$ cat config.mk
export PLATFORM = sky130hd
export DESIGN_NAME = iq_value_capture
export DESIGN_NICKNAME = d
export VERILOG_FILES = /design/src/rtl/iqv_pkg.sv /design/src/rtl/iqv_operand.sv /design/src/rtl/iqv_age_pick.sv /design/src/rtl/iq_value_capture.sv
export SDC_FILE = /design/constraint.sdc
export NUM_CORES = 1
export LEC_CHECK = 0
export BUFFER_PORTS_ARGS = -buffer_cell sky130_fd_sc_hd__buf_2
export CORE_ASPECT_RATIO = 1.75
export CORE_UTILIZATION = 44
export DETAILED_ROUTE_END_ITERATION = 10
export MAX_ROUTING_LAYER = met4
export SETUP_SLACK_MARGIN = 0.1
export SYNTH_ARGS = -nofsm -noshare
export SYNTH_HDL_FRONTEND = slang
export SYNTH_SLANG_ARGS = --single-unit
$ cat constraint.sdc
create_clock -name clk -period 3.3 [get_ports clk]
set_input_delay 0.66 -clock clk [delete_from_list [all_inputs] [get_ports clk]]
set_output_delay 0.66 -clock clk [all_outputs]
set_load 0.02 [all_outputs]
$ cat src/rtl/iqv_pkg.sv
package iqv_pkg;
   localparam int unsigned IQV_DEPTH  = 4;
   localparam int unsigned IQV_DATA_W = 16;
   localparam int unsigned IQV_TAG_W  = 3;
   localparam int unsigned IQV_OP_W   = 4;

   // source of an operand at dispatch
   typedef enum logic {
      SRC_TAG  = 1'b0,
      SRC_DATA = 1'b1
   } iqv_src_e;
endpackage

$ cat src/rtl/iqv_operand.sv
module iqv_operand #(
   parameter int unsigned DATA_W = 16,
   parameter int unsigned TAG_W  = 3
) (
   input  logic              clk,
   input  logic              rst_n,
   input  logic              load,
   input  logic              ld_src,
   input  logic [DATA_W-1:0] ld_val,
   input  logic [TAG_W-1:0]  ld_tag,
   input  logic              bc_valid,
   input  logic [TAG_W-1:0]  bc_tag,
   input  logic [DATA_W-1:0] bc_val,
   output logic              rdy,
   output logic [DATA_W-1:0] val
);
   import iqv_pkg::*;

   logic              rdy_q;
   logic [TAG_W-1:0]  tag_q;
   logic [DATA_W-1:0] val_q;
   logic              hit_wait, hit_load;

   assign hit_wait = !rdy_q && bc_valid && (bc_tag == tag_q);
   assign hit_load = bc_valid && (bc_tag == ld_tag);

   always_ff @(posedge clk or negedge rst_n) begin
      if (!rst_n) begin
         rdy_q <= 1'b0;
         tag_q <= '0;
         val_q <= '0;
      end else if (load) begin
         tag_q <= ld_tag;
         if (iqv_src_e'(ld_src) == SRC_DATA) begin
            rdy_q <= 1'b1;
            val_q <= ld_val;
         end else if (hit_load) begin
            rdy_q <= 1'b1;
            val_q <= bc_val;
         end else begin
            rdy_q <= 1'b0;
         end
      end else if (hit_wait) begin
         rdy_q <= 1'b1;
         val_q <= bc_val;
      end
   end

   assign rdy = rdy_q;
   assign val = val_q;

   // matching broadcast fills a waiting slot
   p_capture_r3: assert property (@(posedge clk) disable iff (!rst_n)
      (!load && !rdy && bc_valid && bc_tag == tag_q) |=> (rdy && val == $past(bc_val)));

   // broadcast in the dispatch cycle is not lost
   p_same_cycle_r4: assert property (@(posedge clk) disable iff (!rst_n)
      (load && !ld_src && bc_valid && bc_tag == ld_tag) |=> (rdy && val == $past(bc_val)));

   // held data is not overwritten without a new load
   p_keep_r6: assert property (@(posedge clk) disable iff (!rst_n)
      (!load && rdy) |=> (rdy && $stable(val)));
endmodule

$ cat src/rtl/iqv_age_pick.sv
module iqv_age_pick #(
   parameter int unsigned DEPTH = 4
) (
   input  logic             clk,
   input  logic             rst_n,
   input  logic [DEPTH-1:0] alloc,
   input  logic [DEPTH-1:0] live,
   input  logic [DEPTH-1:0] req,
   output logic [DEPTH-1:0] grant
);
   // elder_q[i][j] = 1 : slot j was allocated before slot i
   logic [DEPTH-1:0] elder_q [DEPTH];

   for (genvar i = 0; i < DEPTH; i++) begin : g_row
      always_ff @(posedge clk or negedge rst_n) begin
         if (!rst_n) begin
            elder_q[i] <= '0;
         end else if (alloc[i]) begin
            elder_q[i] <= live & ~(DEPTH'(1) << i);
         end else begin
            elder_q[i] <= elder_q[i] & ~alloc;
         end
      end
      assign grant[i] = req[i] && !(|(req & elder_q[i]));
   end

   // one winner at most, and a winner whenever anyone asks
   p_one_grant_r7: assert property (@(posedge clk) disable iff (!rst_n)
      $onehot0(grant));
   p_some_grant_r7: assert property (@(posedge clk) disable iff (!rst_n)
      (|req) |-> (|grant));
endmodule

$ cat src/rtl/iq_value_capture.sv
module iq_value_capture #(
   parameter int unsigned DEPTH  = iqv_pkg::IQV_DEPTH,
   parameter int unsigned DATA_W = iqv_pkg::IQV_DATA_W,
   parameter int unsigned TAG_W  = iqv_pkg::IQV_TAG_W,
   parameter int unsigned OP_W   = iqv_pkg::IQV_OP_W
) (
   input  logic              clk,
   input  logic              rst_n,
   input  logic              flush,
   input  logic              disp_valid,
   input  logic [OP_W-1:0]   disp_op,
   input  logic [TAG_W-1:0]  disp_dst,
   input  logic              disp_a_rdy,
   input  logic [DATA_W-1:0] disp_a_val,
   input  logic [TAG_W-1:0]  disp_a_tag,
   input  logic              disp_b_rdy,
   input  logic [DATA_W-1:0] disp_b_val,
   input  logic [TAG_W-1:0]  disp_b_tag,
   output logic              disp_accept,
   input  logic              bc_valid,
   input  logic [TAG_W-1:0]  bc_tag,
   input  logic [DATA_W-1:0] bc_val,
   output logic              iss_valid,
   output logic [OP_W-1:0]   iss_op,
   output logic [TAG_W-1:0]  iss_dst,
   output logic [DATA_W-1:0] iss_a,
   output logic [DATA_W-1:0] iss_b,
   output logic              full,
   output logic              empty
);
   localparam int unsigned TAG_SPACE = 1 << TAG_W;

   if (DEPTH < 2) begin : g_bad_depth
      $error("iq_value_capture: DEPTH must be at least 2");
   end
   if (TAG_SPACE < DEPTH) begin : g_bad_tag
      $error("iq_value_capture: TAG_W too small for DEPTH");
   end
   if (DATA_W < 1 || OP_W < 1) begin : g_bad_width
      $error("iq_value_capture: DATA_W and OP_W must be positive");
   end

   logic [DEPTH-1:0]  valid_q;
   logic [OP_W-1:0]   op_q  [DEPTH];
   logic [TAG_W-1:0]  dst_q [DEPTH];
   logic [DEPTH-1:0]  rdy_a, rdy_b, req, grant, free_pick, load;
   logic [DATA_W-1:0] val_a [DEPTH];
   logic [DATA_W-1:0] val_b [DEPTH];

   assign full        = &valid_q;
   assign empty       = ~|valid_q;
   assign disp_accept = disp_valid && !full && !flush;

   // lowest free slot
   always_comb begin
      free_pick = '0;
      for (int i = DEPTH - 1; i >= 0; i--) begin
         if (!valid_q[i]) free_pick = DEPTH'(1) << i;
      end
   end

   assign load = free_pick & {DEPTH{disp_accept}};
   assign req  = valid_q & rdy_a & rdy_b & {DEPTH{!flush}};

   for (genvar i = 0; i < DEPTH; i++) begin : g_slot
      iqv_operand #(.DATA_W(DATA_W), .TAG_W(TAG_W)) u_opa (
         .clk(clk), .rst_n(rst_n), .load(load[i]),
         .ld_src(disp_a_rdy), .ld_val(disp_a_val), .ld_tag(disp_a_tag),
         .bc_valid(bc_valid), .bc_tag(bc_tag), .bc_val(bc_val),
         .rdy(rdy_a[i]), .val(val_a[i])
      );
      iqv_operand #(.DATA_W(DATA_W), .TAG_W(TAG_W)) u_opb (
         .clk(clk), .rst_n(rst_n), .load(load[i]),
         .ld_src(disp_b_rdy), .ld_val(disp_b_val), .ld_tag(disp_b_tag),
         .bc_valid(bc_valid), .bc_tag(bc_tag), .bc_val(bc_val),
         .rdy(rdy_b[i]), .val(val_b[i])
      );

      always_ff @(posedge clk or negedge rst_n) begin
         if (!rst_n) begin
            op_q[i]  <= '0;
            dst_q[i] <= '0;
         end else if (load[i]) begin
            op_q[i]  <= disp_op;
            dst_q[i] <= disp_dst;
         end
      end
   end

   iqv_age_pick #(.DEPTH(DEPTH)) u_pick (
      .clk(clk), .rst_n(rst_n), .alloc(load), .live(valid_q),
      .req(req), .grant(grant)
   );

   always_ff @(posedge clk or negedge rst_n) begin
      if (!rst_n)     valid_q <= '0;
      else if (flush) valid_q <= '0;
      else            valid_q <= (valid_q & ~grant) | load;
   end

   always_comb begin
      iss_op  = '0;
      iss_dst = '0;
      iss_a   = '0;
      iss_b   = '0;
      for (int i = 0; i < DEPTH; i++) begin
         if (grant[i]) begin
            iss_op  = iss_op  | op_q[i];
            iss_dst = iss_dst | dst_q[i];
            iss_a   = iss_a   | val_a[i];
            iss_b   = iss_b   | val_b[i];
         end
      end
   end
   assign iss_valid = |grant;

   // nothing enters a full queue
   p_no_overflow_r8: assert property (@(posedge clk) disable iff (!rst_n)
      full |-> !disp_accept);
   // flush leaves the queue empty
   p_flush_empty_r9: assert property (@(posedge clk) disable iff (!rst_n)
      flush |=> empty);
   // an issued slot had both operands present
   p_issue_ready_r5: assert property (@(posedge clk) disable iff (!rst_n)
      iss_valid |-> (|(valid_q & rdy_a & rdy_b)));
endmodule

After elaboration in Yosys (flattened, before gate mapping)

Cells that the tools add are included.

Reduce and logical (&&, ||, !) cells: 62
Bitwise gates (word level): 28
Add/subtract/negate cells: 0
Div/mod/pow operators: 0
Equal/unequal tests: 18
Shift operators: 0
$lt $le $gt $ge: 0
Mux-type cells: 65
Multipliers: 0

Operator list:

| cell                                                                     | count |
|---|---|
| 16-bit two-way mux                                                       | 28 |
| 16-bit OR                                                                | 6 |
| 4-bit bitwise AND                                                        | 13 |
| 4-bit two-way mux                                                        | 13 |
| 3-bit equality test                                                      | 10 |
| 1-bit logical AND                                                        | 24 |
| 3-bit by 2-bit inequality test with 1-bit output (second input constant) | 8 |
| 4-bit OR reduction                                                       | 6 |
| 1-bit two-way mux                                                        | 20 |
| 4-bit OR                                                                 | 4 |
| 2-bit AND reduction                                                      | 8 |
| 2-bit nonzero test                                                       | 8 |
| 1-bit zero test                                                          | 15 |
| 3-bit two-way mux                                                        | 4 |
| 3-bit OR                                                                 | 3 |
| 4-bit NOT                                                                | 2 |
| 4-bit AND reduction                                                      | 1 |

Input bits: 71
Bits in latches: 0
Register bits after elaboration: 208
RAM bits: 0
Word-level logic and storage cells: 210
Memory bits (read-only): 0
Memories kept: 0
Output and inout port bits: 43

Logic depth before layout (Yosys ltp)

Depth after elaboration: 14
Mapped depth: 7
Gate-level depth less buffers: 4

By module

From an unflattened synthesis, not the netlist that was laid out.

Cell total of the unflattened synthesis: 1451
Area, all modules: 13798.2 um^2

By module, submodules not included:

| module           | cells an instance | area an instance (um^2) | seq. area each (um^2) | times used |
|---|---|---|---|---|
| iqv_operand      | 147               | 1373.8                  | 500.5                 | 8 |
| iq_value_capture | 220               | 2144.6                  | 800.8                 | 1 |
| iqv_age_pick     | 55                | 663.1                   | 400.4                 | 1 |

Least setup slack after synthesis

OpenSTA, ideal clock, no wires.

Kind: input port to output port
Start point: input port flush
End point: output port iss_a[0]
Arrival time: 2.128 ns
Slack: 0.512 ns
Data required time: 2.640 ns
Cell stages on the path: 6
Buffers on the path: 2
Path through: buf_2 -> and4b_1 -> a222oi_1 -> clkbuf_1 -> nand3_1 -> nand4_1

Longest elaborated chain between the ends: 13
Elaborated cells between the ends (all ways): 25
Those cells by class: 4 x mux; 8 x bitwise; 13 x reduce/logical

Ends and longest elaborated chain:

| element              | RTL line                | text |
|---|---|---|
| start, declared      | iq_value_capture.sv:9   | `input logic flush,` |
| 1-bit zero test *    | iq_value_capture.sv:63  | `assign req = valid_q & rdy_a & rdy_b & {DEPTH{!flush}};` |
| 4-bit bitwise AND *  | iq_value_capture.sv:63  |  |
| 4-bit bitwise AND    | iqv_age_pick.sv:24      | `assign grant[i] = req[i] && !(\|(req & elder_q[i]));` |
| 4-bit OR reduction   | iqv_age_pick.sv:24      |  |
| 1-bit zero test      | iqv_age_pick.sv:24      |  |
| 1-bit logical AND    | iqv_age_pick.sv:24      |  |
| 16-bit two-way mux   | iq_value_capture.sv:107 | `if (grant[i]) begin` |
| 16-bit OR            | iq_value_capture.sv:110 | `iss_a = iss_a \| val_a[i];` |
| 16-bit two-way mux   | iq_value_capture.sv:107 |  |
| 16-bit OR            | iq_value_capture.sv:110 |  |
| 16-bit two-way mux   | iq_value_capture.sv:107 |  |
| 16-bit OR            | iq_value_capture.sv:110 |  |
| 16-bit two-way mux * | iq_value_capture.sv:107 |  |
| end, declared        | iq_value_capture.sv:26  | `output logic [DATA_W-1:0] iss_a,` |

Mark *: on every way between the ends. The rest lies on a longest branch, timed or not.

Worst setup path in the final report

Start point: register valid_q[3]
End point: output port iss_b[15]

Longest elaborated chain between the ends: 14
Elaborated cells between the ends (all ways): 26
Those cells by class: 4 x mux; 10 x bitwise; 12 x reduce/logical

Ends and longest elaborated chain:

| element                          | RTL line                | text |
|---|---|---|
| start, declared                  | iq_value_capture.sv:43  | `logic [DEPTH-1:0] valid_q;` |
| start signal, assigned           | iq_value_capture.sv:98  | `else valid_q <= (valid_q & ~grant) \| load;` |
| 4-bit bitwise AND * (3 in a row) | iq_value_capture.sv:63  |  |
| 4-bit bitwise AND                | iqv_age_pick.sv:24      |  |
| 4-bit OR reduction               | iqv_age_pick.sv:24      |  |
| 1-bit zero test                  | iqv_age_pick.sv:24      |  |
| 1-bit logical AND                | iqv_age_pick.sv:24      |  |
| 16-bit two-way mux               | iq_value_capture.sv:107 |  |
| 16-bit OR                        | iq_value_capture.sv:111 | `iss_b = iss_b \| val_b[i];` |
| 16-bit two-way mux               | iq_value_capture.sv:107 |  |
| 16-bit OR                        | iq_value_capture.sv:111 |  |
| 16-bit two-way mux               | iq_value_capture.sv:107 |  |
| 16-bit OR                        | iq_value_capture.sv:111 |  |
| 16-bit two-way mux *             | iq_value_capture.sv:107 |  |
| end, declared                    | iq_value_capture.sv:27  | `output logic [DATA_W-1:0] iss_b,` |

Marks and branches as above.

==> results.txt <==
Core box area -> 24720 um^2
CTS tree -> done
FILL cells -> 2258
Unique masters post-synth -> 43
Largest family of logic cells by synthesized area -> multiplexers
First-pass GRT wire length -> 50970 um
Crit path kind -> flip-flop to output port
Die area -> 26000 um^2
Switching power -> 2.176 mW
Fin worst setup slack -> 174.4 ps
Post_cts resized -> 0
Mapped Area -> 11150 um^2
Clock Pin Slew Worst Setup and Hold Paths -> 60 ps
Initial antenna violation count -> 3
Detailed-route vias per instance -> 5.895
Most frequent CP cell -> buf_4
Clock skew -> 8.486 ps
Antenna Nets Post-Route -> 0
Worst-Skew Late Latency -> 510 ps
Die width -> 122.3 um
RR Startpoint -> valid_q[2]
Number of optimization iterations in the first detailed-route pass -> 5
Shortest period the worst path allows -> 3126 ps
Layout cells sized above 1 -> 0.4263
Worst setup path startpoint -> valid_q[3]
Syn Inst Count -> 1012
Nets -> 1191
Top FF cell, synth -> dfrtp_1
Total CTS buffers -> 22
Met2 WL -> 17600 um
Area growth from synthesis to layout -> 17.10%
Die outline height -> 212.6 um
Number of core rows -> 76
Worst Reg-to-Reg Cells -> 6
Compound-Gate Fraction of Synth Area -> 0.02334
DP Area -> 12310 um^2
Gr ovfl total -> 0
Max-Cap Viols -> 0
Largest net degree at the start of global routing -> 66
Met3 wire len -> 1187 um
HP Class -> input port to asynchronous set/reset pin
Pint -> 5.854 mW
Synth Area in Simple Gates -> 0.1724
Port bufs -> 113
Startpoint types -> flip-flop
Largest stage delay, worst path -> 440 ps
Crit path DAT -> 2470 ps
Number of synthesized flops with an enable pin -> 0
Max_slew headroom -> 0.6116
Seq/Total Area, Yosys -> 0.4669
Routed via count -> 8536
Post-Place Worst Slack -> 143.9 ps
Sink Count -> 208
Ys Warns -> 0
Post-synthesis mux area share -> 0.2818
CP endpoint kind -> output port
Critical Path RT -> 2640 ps
Sequential Power Share -> 0.483
WL final -> 32780 um
Num ports -> 114
Critical path's top delay family -> buffers and inverters
RSZ-0062 raised after global routing -> no
GRT Util Overall -> 0.2670
Final hold violations -> 0
Comb pwr share -> 0.195
Worst Tran Pin Value -> 582.7 ps
Setup TNS -> 0 ps
Final-report setup violation count -> 0
#FFs+latches synth -> 208
Critical path cell sequence -> and4b_1 > a222oi_1 > buf_4 > buf_4 > nand3_1 > nand4_1 > buf_2
Sw Ratio -> 0.2710
# DRC -> 0
CTS max path bufs -> 3
Worst path depth -> 7
Syn avg cell area -> 11.02 um^2
Vias in the first global route -> 8960
WP buf/inv -> 3
Commonest non-fill, non-tap cell in the layout -> mux2_2
PwrDens -> 615.1 nW/um^2
Post-synthesis adder-cell area fraction -> 0
DRT met1 WL -> 12760 um
Post-DP HPWL -> 21810 um
Share of flip-flops with an asynchronous set or reset -> 1.000
Crit Path Max Fanout -> 13
Finished layout cell area -> 13060 um^2
Final period utilization -> 0.9472
Crit path max-delay cell type -> dfrtp_1
Syn Nets -> 1083
Status -> finished clean
Most frequent cells in the layout -> mux2_2, dfrtp_1, nand3_1, nand2_1, buf_2
WL per Instance -> 22.64 um
Clock power share -> 0.322
H-tree depth -> 1
Xor and xnor area share after synthesis -> 0.02357
Initial Util -> 0.4509
DRT iter0 DRCs -> 551
Leakage power -> 5.758 nW
Max Slew Vio Count -> 0
Max layer used -> met4
Achievable Freq -> 0.3199 GHz
Peak supply drop -> 0.0003246 V
Placer Congestion -> 0.8313
Clock root cell -> clkbuf_16
==> power groups by stage <==
stage	sequential, mW	combinational (mW)	clock [mW]
floorplan	3.76	1.17	0
global placement	3.88	1.53	0
detailed placement	3.92	1.58	0
CTS	3.88	1.59	2.63
global route	3.99	1.71	2.72
finish	3.88	1.57	2.58
==> synth_stat cells (all sizes together), types with 3 or more instances <==
master,n,area (um^2)
a21oi,3,15.01
a22oi,11,82.58
and2,3,18.77
and4b,5,50.05
buf,28,168.9
clkbuf,46,172.7
dfrtp,208,5205
inv,4,15.01
mux2,269,3029
mux2i,8,112.6
nand2,130,493.0
nand3,158,790.8
nand4,48,300.3
nand4b,3,32.53
nor2,16,62.56
nor2b,13,81.33
nor3b,5,47.54
o21ai,5,25.02
xnor2,30,262.8
==> registers in the layout, indices dropped and copies added, names as in the netlist <==
register,flops
op_q,16
g_slot.u_opa.rdy,4
g_slot.u_opb.rdy,4
u_pick.elder_q,16
dst_q,12
valid_q,4
g_slot.u_opb.val,64
g_slot.u_opb.tag_q,12
g_slot.u_opa.tag_q,12
g_slot.u_opa.val,64
==> metal layers <==
metal,up-vias,global-route usage
met1,4371,0.3041
met5,-,-
met2,236,0.4748
met4,0,0.1068
met3,75,0.02414
li1,3854,-
==> worst paths after layout <==
check / endpoint / slack [ps]
worst min register to register: op_q[15] / 480
worst max-delay path: iss_b[15] / 170
max in group asynchronous: g_slot[0].u_opa.val[1] / 2320
min in group clk: op_q[15] / 390
worst max register to register: g_slot[3].u_opb.val[6] / 850
worst min-delay path: op_q[10] / 140
==> final cells by class <==
type                            count  area (um^2)  area share
Multi-Input combinational cell    726         5669      0.4343
Antenna cell                        3        7.507   0.0005750
Clock inverter                      4        97.59    0.007476
Inverter                            4        15.01    0.001150
Timing Repair Buffer              158         1037     0.07945
Clock buffer                       33        633.1     0.04850
Tap cell                          312        390.4     0.02990
Sequential cell                   208         5205      0.3987
==> cells by family after synthesis <==
family | Yosys count
buffers and inverters | 78
XOR/XNOR | 30
AND/OR/NAND/NOR | 387
flip-flops | 208
multiplexers | 277
AO/OA/AOI/OAI | 32
==> per-stage QoR <==
step / utilization / hold WS (ps) / power (mW) / cells
floorplan: - / 364.4 / 4.932 / 1012
global placement: 0.4979 / 459.3 / 5.412 / 1407
detailed placement: 0.4979 / 462.0 / 5.505 / 1407
CTS: 0.5277 / 150.0 / 8.097 / 1445
global route: 0.5280 / 178.5 / 8.423 / 1448
finish: 0.5280 / 138.3 / 8.030 / 1448
==> timing repair <==
item	in CTS	in global routing
endpoints found under the setup margin	1	0
buffers inserted	1	0
hold buffers	0	0
hold endpoints to repair	0	0
Note: power is estimated with default switching activity, not from simulation.
